## src/rtl/crm_pkg.sv

```systemverilog
package crm_pkg;

   typedef enum logic [1:0] {
      RC_NONE = 2'd0,
      RC_256  = 2'd1,
      RC_384  = 2'd2,
      RC_512  = 2'd3
   } ratio_e;

   localparam int unsigned BASE_256 = 256;
   localparam int unsigned BASE_384 = 384;
   localparam int unsigned BASE_512 = 512;
   localparam int unsigned DIV_W    = 5;

   function automatic logic [DIV_W-1:0] div_of(input ratio_e rc);
      case (rc)
         RC_256:  div_of = 5'd8;
         RC_384:  div_of = 5'd8;
         RC_512:  div_of = 5'd16;
         default: div_of = 5'd0;
      endcase
   endfunction

endpackage

```

## src/rtl/crm_sync.sv

```systemverilog
module crm_sync #(
   parameter int unsigned STAGES = 2
) (
   input  logic clk_i,
   input  logic rst_ni,
   input  logic d_i,
   output logic q_o
);
   logic [STAGES-1:0] chain_q;

   always_ff @(posedge clk_i or negedge rst_ni) begin
      if (!rst_ni) chain_q <= '0;
      else         chain_q <= {chain_q[STAGES-2:0], d_i};
   end

   assign q_o = chain_q[STAGES-1];
endmodule

```

## src/rtl/crm_period_meter.sv

```systemverilog
module crm_period_meter #(
   parameter int unsigned CNT_MAX = 1023,
   parameter int unsigned TIMEOUT = 1024,
   localparam int unsigned CNT_W  = $clog2(CNT_MAX + 1),
   localparam int unsigned TMO_W  = $clog2(TIMEOUT + 1)
) (
   input  logic             clk_i,
   input  logic             rst_ni,
   input  logic             lvl_i,
   output logic             meas_stb_o,
   output logic [CNT_W-1:0] period_o,
   output logic [CNT_W-1:0] high_len_o,
   output logic             tmo_stb_o
);
   localparam logic [CNT_W-1:0] CNT_TOP = CNT_W'(CNT_MAX);
   localparam logic [TMO_W-1:0] TMO_TOP = TMO_W'(TIMEOUT);
   localparam logic [TMO_W-1:0] TMO_HIT = TMO_W'(TIMEOUT - 1);

   logic             lvl_q, armed_q;
   logic [CNT_W-1:0] cnt_q, hlen_q;
   logic [TMO_W-1:0] idle_q;
   logic             rise, fall, tmo_now;

   assign rise    = lvl_i & ~lvl_q;
   assign fall    = ~lvl_i & lvl_q;
   assign tmo_now = (idle_q == TMO_HIT) & ~rise & ~fall;

   always_ff @(posedge clk_i or negedge rst_ni) begin
      if (!rst_ni) begin
         lvl_q      <= 1'b0;
         armed_q    <= 1'b0;
         cnt_q      <= '0;
         hlen_q     <= '0;
         idle_q     <= '0;
         meas_stb_o <= 1'b0;
         period_o   <= '0;
         high_len_o <= '0;
         tmo_stb_o  <= 1'b0;
      end else begin
         lvl_q      <= lvl_i;
         meas_stb_o <= rise & armed_q;
         tmo_stb_o  <= tmo_now;
         if (rise) begin
            period_o   <= cnt_q;
            high_len_o <= hlen_q;
            cnt_q      <= CNT_W'(1);
         end else if (cnt_q != CNT_TOP) begin
            cnt_q <= cnt_q + CNT_W'(1);
         end
         if (fall) hlen_q <= cnt_q;
         if (rise | fall)            idle_q <= '0;
         else if (idle_q != TMO_TOP) idle_q <= idle_q + TMO_W'(1);
         if (tmo_now)   armed_q <= 1'b0;
         else if (rise) armed_q <= 1'b1;
      end
   end

   assert_cnt_saturates_R9: assert property (@(posedge clk_i) disable iff (!rst_ni)
      (cnt_q == CNT_TOP && !rise) |=> (cnt_q == CNT_TOP));

   assert_timeout_single_R8: assert property (@(posedge clk_i) disable iff (!rst_ni)
      tmo_stb_o |=> !tmo_stb_o);
endmodule

```

## src/rtl/crm_classify.sv

```systemverilog
module crm_classify
   import crm_pkg::*;
#(
   parameter int unsigned CNT_MAX    = 1023,
   parameter int unsigned TOL        = 1,
   parameter bit          DUTY_CHECK = 1'b1,
   localparam int unsigned CNT_W     = $clog2(CNT_MAX + 1)
) (
   input  logic [CNT_W-1:0] period_i,
   input  logic [CNT_W-1:0] high_len_i,
   output ratio_e           cls_o
);
   logic duty_ok, sat, near256, near384, near512;
   int   p, h2;

   assign p  = int'(period_i);
   assign h2 = 2 * int'(high_len_i);

   function automatic logic near(input int val, input int unsigned base);
      near = (val + int'(TOL) >= int'(base)) && (val <= int'(base) + int'(TOL));
   endfunction

   generate
      if (DUTY_CHECK) begin : g_duty
         assign duty_ok = (h2 + 2 * int'(TOL) >= p) && (h2 <= p + 2 * int'(TOL));
      end else begin : g_noduty
         assign duty_ok = 1'b1;
      end
   endgenerate

   assign sat     = (p == int'(CNT_MAX));
   assign near256 = near(p, BASE_256);
   assign near384 = near(p, BASE_384);
   assign near512 = near(p, BASE_512);

   always_comb begin
      cls_o = RC_NONE;
      if (!sat && duty_ok) begin
         if (near256)      cls_o = RC_256;
         else if (near384) cls_o = RC_384;
         else if (near512) cls_o = RC_512;
      end
   end

   always_comb begin
      assert_sat_illegal_R9: assert (!(sat && cls_o != RC_NONE));
   end
endmodule

```

## src/rtl/crm_qualifier.sv

```systemverilog
module crm_qualifier
   import crm_pkg::*;
(
   input  logic             clk_i,
   input  logic             rst_ni,
   input  logic             meas_stb_i,
   input  ratio_e           cls_i,
   input  logic             tmo_stb_i,
   output logic             ok_o,
   output ratio_e           code_o,
   output logic [DIV_W-1:0] div_o,
   output logic             fault_o
);
   ratio_e prev_q, code_q;
   logic   ok_q;

   always_ff @(posedge clk_i or negedge rst_ni) begin
      if (!rst_ni) begin
         prev_q  <= RC_NONE;
         code_q  <= RC_NONE;
         ok_q    <= 1'b0;
         fault_o <= 1'b0;
      end else begin
         fault_o <= 1'b0;
         if (tmo_stb_i) begin
            fault_o <= ok_q;
            ok_q    <= 1'b0;
            code_q  <= RC_NONE;
            prev_q  <= RC_NONE;
         end else if (meas_stb_i) begin
            prev_q <= cls_i;
            if (ok_q) begin
               if (cls_i != code_q) begin
                  ok_q    <= 1'b0;
                  code_q  <= RC_NONE;
                  fault_o <= 1'b1;
               end
            end else if (cls_i != RC_NONE && cls_i == prev_q) begin
               ok_q   <= 1'b1;
               code_q <= cls_i;
            end
         end
      end
   end

   assign ok_o   = ok_q;
   assign code_o = code_q;
   assign div_o  = div_of(code_q);

   assert_fault_pulse_R7: assert property (@(posedge clk_i) disable iff (!rst_ni)
      fault_o |=> !fault_o);
   assert_fault_on_drop_R7: assert property (@(posedge clk_i) disable iff (!rst_ni)
      fault_o |-> (!ok_q && $past(ok_q)));
   assert_lock_needs_meas_R2: assert property (@(posedge clk_i) disable iff (!rst_ni)
      $rose(ok_q) |-> $past(meas_stb_i));
   assert_code_when_ok_R4: assert property (@(posedge clk_i) disable iff (!rst_ni)
      ok_q |-> (code_q != RC_NONE && div_o != '0));
   assert_tmo_clears_R8: assert property (@(posedge clk_i) disable iff (!rst_ni)
      tmo_stb_i |=> !ok_q);
endmodule

```

## src/rtl/clk_ratio_monitor.sv

```systemverilog
module clk_ratio_monitor
   import crm_pkg::*;
#(
   parameter int unsigned SYNC_STAGES = 2,
   parameter int unsigned CNT_MAX     = 1023,
   parameter int unsigned TIMEOUT     = 1024,
   parameter int unsigned TOL         = 1,
   parameter bit          DUTY_CHECK  = 1'b1
) (
   input  logic       clk_i,
   input  logic       rst_ni,
   input  logic       frame_clk_i,
   output logic       ratio_ok_o,
   output logic [1:0] ratio_code_o,
   output logic [4:0] bclk_div_o,
   output logic       fault_o
);
   localparam int unsigned CNT_W = $clog2(CNT_MAX + 1);

   generate
      if (SYNC_STAGES < 2) begin : g_bad_sync
         $error("SYNC_STAGES must be at least 2");
      end
      if (CNT_MAX <= BASE_512 + TOL) begin : g_bad_cnt
         $error("CNT_MAX must exceed the largest legal period");
      end
      if (TIMEOUT <= BASE_512 / 2 + TOL) begin : g_bad_tmo
         $error("TIMEOUT must exceed the longest legal half period");
      end
      if (TOL >= 64) begin : g_bad_tol
         $error("TOL would merge ratio classes");
      end
   endgenerate

   logic             lvl, meas_stb, tmo_stb;
   logic [CNT_W-1:0] period, high_len;
   ratio_e           cls, code;

   crm_sync #(.STAGES(SYNC_STAGES)) u_sync (
      .clk_i(clk_i), .rst_ni(rst_ni), .d_i(frame_clk_i), .q_o(lvl));

   crm_period_meter #(.CNT_MAX(CNT_MAX), .TIMEOUT(TIMEOUT)) u_meter (
      .clk_i(clk_i), .rst_ni(rst_ni), .lvl_i(lvl),
      .meas_stb_o(meas_stb), .period_o(period), .high_len_o(high_len),
      .tmo_stb_o(tmo_stb));

   crm_classify #(.CNT_MAX(CNT_MAX), .TOL(TOL), .DUTY_CHECK(DUTY_CHECK)) u_cls (
      .period_i(period), .high_len_i(high_len), .cls_o(cls));

   crm_qualifier u_qual (
      .clk_i(clk_i), .rst_ni(rst_ni), .meas_stb_i(meas_stb), .cls_i(cls),
      .tmo_stb_i(tmo_stb), .ok_o(ratio_ok_o), .code_o(code),
      .div_o(bclk_div_o), .fault_o(fault_o));

   assign ratio_code_o = code;

   assert_idle_outputs_R4: assert property (@(posedge clk_i) disable iff (!rst_ni)
      !ratio_ok_o |-> (ratio_code_o == 2'd0 && bclk_div_o == 5'd0));
endmodule

```

## config.mk

```make
export PLATFORM = sky130hd
export DESIGN_NAME = clk_ratio_monitor
export DESIGN_NICKNAME = d
export VERILOG_FILES = /design/src/rtl/crm_pkg.sv /design/src/rtl/crm_sync.sv /design/src/rtl/crm_period_meter.sv /design/src/rtl/crm_classify.sv /design/src/rtl/crm_qualifier.sv /design/src/rtl/clk_ratio_monitor.sv
export SDC_FILE = /design/constraint.sdc
export NUM_CORES = 1
export LEC_CHECK = 0
export ABC_CLOCK_PERIOD_IN_PS = 3900
export CAP_MARGIN = 10
export CORE_AREA = 5 5 75 111
export DETAILED_ROUTE_END_ITERATION = 10
export DIE_AREA = 0 0 80 116
export PLACE_DENSITY = 0.75
export REMOVE_ABC_BUFFERS = 1
export SYNTH_ARGS = -nofsm -noshare
export SYNTH_HDL_FRONTEND = slang
export SYNTH_SLANG_ARGS = --single-unit
```

## constraint.sdc

```tcl
create_clock -name clk_i -period 3.9 [get_ports clk_i]
set_clock_uncertainty 0.1 [all_clocks]
set_input_delay 0.78 -clock clk_i [delete_from_list [all_inputs] [get_ports clk_i]]
set_output_delay 0.78 -clock clk_i [all_outputs]
set_load 0.005 [all_outputs]
```

==> metrics.cfg, run 1 <==
[power_and_ir_drop]
ir_worst_vdd_v = 0.0002415
power.density_nw_per_um2 = 496.4
internal_power_mw = 1.319
p_clk_frac = 0.299
power.switching_mw = 0.6820
p_comb_frac = 0.282
swShare = 0.3409
seqPwrFrac = 0.418
p_leak_nw = 1.786

[logic_synthesis]
yosysSeqAreaShare = 0.4290
synth_ff_type = dfrtp_1
async_reset_ff_frac = 1.000
synth_top_area_cell = dfrtp_1
ys_ff_latch = 63
ys_warn_count = 0
synth_area_leaders = dfrtp_1 43%, ha_1 10%, mux2_2 5.5%
synth_enable_flop_cells = 0
avgSynthCellArea_um2 = 10.10
netlist_instances = 364
netlist_area_um2 = 3675
synth_cell_types = 52
synth_top_area_frac = 0.4290

[detailed_routing]
detail-route-antenna-nets = 0
drt_iter0_markers = 119
vias = 2724
via_per_inst = 5.699
dr.pass1.iters = 4
wl_per_cell_um = 15.97
drt-total-wl_um = 7632
drc = 0

[clocking]
cts_tree = built
cts.hold.buffers_added = 0
clkTransAtPathRegs_ns = 0.07
htree_levels = 3
clockBufferDepth = 2
cts_resized = 0
clkLatencyLatePin_ns = 0.34
post-cts-setup-buffers = 0
root_buffer = clkbuf_8
numCtsBuffers = 9
cts.sinks = 63

[hold_path]
hold_path.class = flip-flop to flip-flop
hp-start = u_sync.chain_q[0]

[timing]
worst_slew_pin_slew_ns = 1.022
rsz0062_at_grt = no
setup_ws_ns = 0.3958
fin_crit_ns = 3.504
slew_violations = 0
final.setup.tns_ns = 0
setup_viol = 0
hold_viol = 0
timing.final.crit_share = 0.8985
max_slew_margin = 0.3186
fmax_mhz = 285.4

[place]
place_inst = 462
portBuffers = 8
pre_cts_slack_ns = 0.4858
place.detailed.hpwl_um = 5523
place_congestion = 0.8878

[final_layout]
num_antenna_cells = 0
final_common_cell = dfrtp_1
fin_cells = 478
layout.nets = 406
layout_common_cells = 63 x dfrtp_1, 31 x nand2_1, 30 x ha_1
drive_above_1_share = 0.1111
utilization = 0.5577
area_growth_pct = 9.670

[flow_run]
cap_violations = 0

[setup_path]
reg2reg_slack_ns = 0.40
slowest_delay_ns = 0.51
crit_family = compound AO/OA/AOI/OAI gates
critical_path.slowest_cell = dfrtp_1
r2r-start = u_meter.period_o[5]
path_class = flip-flop to flip-flop
required_ns = 4.02
cp_cell_sequence = nand4_1 -> nor2_1 -> nand3_1 -> xnor2_1 -> ha_1 -> a21o_1 -> a21oi_1 -> o211ai_1 -> o31ai_1 -> and2_1 -> a2111oi_4 -> o41ai_1
crit_fanout = 7
cp.arrival_ns = 3.62
start_kind = flip-flop
critPathBufInv = 0
endpoint_kind = flip-flop
crit_start = u_meter.period_o[5]

[die]
die_w_um = 80
rows = 38
io_pins = 12
core-area_um2 = 7227
start_util = 0.5085
dieArea_um2 = 9280
die_h_um = 116

[global_route]
antenna_found_initial = 0
grt_pass1_wl_um = 13150
grt_usage = 0.1846
grt_max_degree = 46
grt_pass1_vias = 2751
grt-ovfl-total = 0

[outcome]
status = finished clean

metrics by stage:
| step | total power [mW] | hold slack [ns] | cell area (um^2) |
|---|---|---|---|
| global placement | 1.358 | 0.2333 | 3825 |
| detailed placement | 1.396 | 0.2434 | 3825 |
| global route | 2.137 | 0.2666 | 4030 |
| floorplan | 1.228 | 0.2312 | 3610 |
| finish | 2.001 | 0.2553 | 4030 |
| CTS | 2.016 | 0.2583 | 4030 |
path summary, 6_finish.rpt:
kind	to	depth (start not counted)
min in group asynchronous	u_meter.period_o[3]	1
hold reg to reg	u_sync.chain_q[1]	0
setup / recovery	u_qual.code_o[1]	12
hold / removal	u_sync.chain_q[1]	0
max in group asynchronous	u_meter.cnt_q[4]	2
setup reg to reg	u_qual.code_o[1]	12
state kept, by name, indices dropped and copies added, names as in the netlist:
register / count
u_meter.cnt_q: 10
u_meter.hlen_q: 10
u_meter.lvl_q: 1
u_sync.chain_q: 2
u_meter.armed_q: 1
u_meter.tmo_stb_o: 1
u_meter.meas_stb_o: 1
u_qual.code_o: 2
u_qual.ok_o: 1
u_qual.prev_q: 2
u_meter.idle_q: 11
u_meter.period_o: 10
u_qual.fault_o: 1
u_meter.high_len_o: 10
layout make-up:
type                       count  area [um^2]
fill                         652         3197
clock buffer                  12        135.1
multi-input combinational    265         1943
tap                          100        125.1
inverter                      24        90.09
timing repair buffer          10        90.09
sequential                    63         1577
clock inverter                 4        70.07
synth_stat cells (all sizes together) (4+ instances only):
cell type	instances
a21oi	12
and2	11
buf	7
clkbuf	7
dfrtp	63
ha	30
inv	24
mux2	18
mux2i	4
nand2	31
nand2b	4
nand3	20
nand4	9
nor2	27
nor4	6
nor4b	4
o21ai	15
xnor2	19
xor2	12
power groups by stage:
stage,Sequential [mW],Clock [mW],Combinational [mW]
floorplan,0.814,0,0.415
global placement,0.839,0,0.519
detailed placement,0.845,0,0.551
CTS,0.834,0.616,0.565
global route,0.849,0.644,0.643
finish,0.837,0.599,0.565
metal layers:
layer / part of all wire / GRT usage / vias to the layer above
li1: - / - / 1290
met1: 0.38 / 0.1972 / 1329
met2: 0.54 / 0.3252 / 77
met3: 0.034 / 0.04121 / 28
met4: 0.043 / 0.1150 / 0
met5: 0 / 0 / -
logic make-up (layout without fill, tap and decap cells):
group,count (synthesis),after routing,synth area share
adders and majority gates,30,30,0.1021
AOI/OAI and AO/OA,48,48,0.09228
xor gates and xnor gates,31,31,0.07388
DFF,63,63,0.4290
buffers and inverters,38,50,0.04426
muxes,22,22,0.06605
other,1,3,0.001020
and+or+nand+nor,131,131,0.1914
Power figures use the tool's default switching activity.
==> run 2, diff against run 1 <==
--- a/config.mk
+++ b/config.mk
@@ -12,6 +12,7 @@
 export DIE_AREA = 0 0 80 116
 export PLACE_DENSITY = 0.75
 export REMOVE_ABC_BUFFERS = 1
+export SETUP_SLACK_MARGIN = 0.4
 export SYNTH_ARGS = -nofsm -noshare
 export SYNTH_HDL_FRONTEND = slang
 export SYNTH_SLANG_ARGS = --single-unit
==> run 2 against run 1 <==
Effect of this change:
- sequential power is essentially flat
- sequential cell count unchanged
- count of clock-buffer cells in the layout is the same
- via count up 0.29%
- combinational power increased by 4.2%
- global-route usage stayed put
- critical endpoint unchanged
- largest power group unchanged
==> metrics.cfg, run 2 (synthesis results as in run 1) <==
[detailed_routing]
drc = 0
wl_per_cell_um = 16.15
drt-total-wl_um = 7720
vias = 2732
detail-route-antenna-nets = 0
dr.pass1.iters = 4
drt_iter0_markers = 153
via_per_inst = 5.715

[die]
start_util = 0.5085
die_w_um = 80
rows = 38
die_h_um = 116
dieArea_um2 = 9280
io_pins = 12
core-area_um2 = 7227

[clocking]
root_buffer = clkbuf_8
htree_levels = 3
cts.hold.buffers_added = 0
numCtsBuffers = 9
post-cts-setup-buffers = 0
cts.sinks = 63
cts_tree = built
cts_resized = 0
clkTransAtPathRegs_ns = 0.07
clkLatencyLatePin_ns = 0.35
clockBufferDepth = 2

[timing]
fin_crit_ns = 3.354
worst_slew_pin_slew_ns = 1.023
final.setup.tns_ns = 0
max_slew_margin = 0.3177
rsz0062_at_grt = no
slew_violations = 0
setup_viol = 0
hold_viol = 0
fmax_mhz = 298.2
holdWs_ns = 0.2553
timing.final.crit_share = 0.8599

[final_layout]
largest_register_ffs = 11
fill_cells = 655
design_area_um2 = 4038
layout.nets = 406
utilization = 0.5587
layout_common_cells = 62 x dfrtp_1, 31 x nand2_1, 30 x ha_1
final_common_cell = dfrtp_1
area_growth_pct = 9.874
num_antenna_cells = 0
regArea_um2 = 1578
largest_register = u_meter.idle_q
drive_above_1_share = 0.1190
multi_input_area_um2 = 1949

[global_route]
grt_pass1_vias = 2751
grt-ovfl-total = 0
grt_pass1_wl_um = 13150
antenna_found_initial = 0
grt_usage = 0.1846
grt_max_degree = 46

[setup_path]
path_class = flip-flop to flip-flop
crit_start = u_meter.period_o[6]
cp.arrival_ns = 3.48
start_kind = flip-flop
crit_fanout = 6
required_ns = 4.02
r2r-start = u_meter.period_o[6]
endpoint_kind = flip-flop

[place]
place.detailed.hpwl_um = 5523
placed_area_um2 = 3825
portBuffers = 8
place_congestion = 0.8878

[power_and_ir_drop]
ir_worst_vdd_v = 0.0002460
power.density_nw_per_um2 = 503.0
total_power_mw = 2.031
p_leak_nw = 1.787

[hold_path]
hold_path.class = flip-flop to flip-flop
hp-start = u_sync.chain_q[0]

[flow_run]
cap_violations = 0

[outcome]
status = finished clean

==> run 2: cell types whose count changed in the layout (fill, tap and decap cells not counted) <==
cell,change
and2_2,+1
dfrtp_1,-1
and2_1,-1
o31ai_2,+1
o31ai_1,-1
dfrtp_2,+1
==> run 2: path summary, 6_finish.rpt <==
path | end | slack [ns] | depth (start not counted)
max | u_qual.code_o[1] | 0.55 | 12
min | u_sync.chain_q[1] | 0.26 | 0
max reg2reg | u_qual.code_o[1] | 0.55 | 12
min reg2reg | u_sync.chain_q[1] | 0.26 | 0
max in group asynchronous | u_meter.cnt_q[4] | 2.35 | 2
min in group asynchronous | u_meter.period_o[3] | 0.49 | 1
==> run 2: per-layer routing <==
| layer | GRT usage | wire length [um] | vias up |
|---|---|---|---|
| met4 | 0.1150 | 353 | 0 |
| met1 | 0.1972 | 2948 | 1347 |
| met2 | 0.3252 | 4157 | 66 |
| li1 | - | - | 1291 |
| met5 | 0 | 0 | - |
| met3 | 0.04121 | 261 | 28 |
==> run 2: per-stage QoR <==
stage,std cells,setup slack [ns]
finish,478,0.5463
CTS,478,0.4545
detailed placement,462,0.4858
global route,478,0.3237
global placement,462,0.6277
floorplan,352,1.057
==> run 2: worst max-delay path, stage by stage, from the launching register on <==
cell       delay, ns
dfrtp_1         0.47
nand4_1         0.23
nor2_1          0.25
nand3_1         0.17
xnor2_1         0.16
ha_1            0.29
a21o_1          0.18
a21oi_1         0.21
o211ai_1        0.16
o31ai_2         0.31
a311oi_2        0.19
a2111oi_4       0.40
o41ai_1         0.11
==> run 2: cell type report <==
type	count	area share
Inverter	24	0.02231
Multi-Input combinational cell	265	0.4828
Clock inverter	4	0.01735
Clock buffer	12	0.03347
Timing Repair Buffer	10	0.02231
Sequential cell	63	0.3908
Tap cell	100	0.03099
==> run 2: power by group <==
part	switching (mW)	internal, mW
clock network	0.246	0.359
registers	0.108	0.729
logic	0.348	0.241
total	0.702	1.33
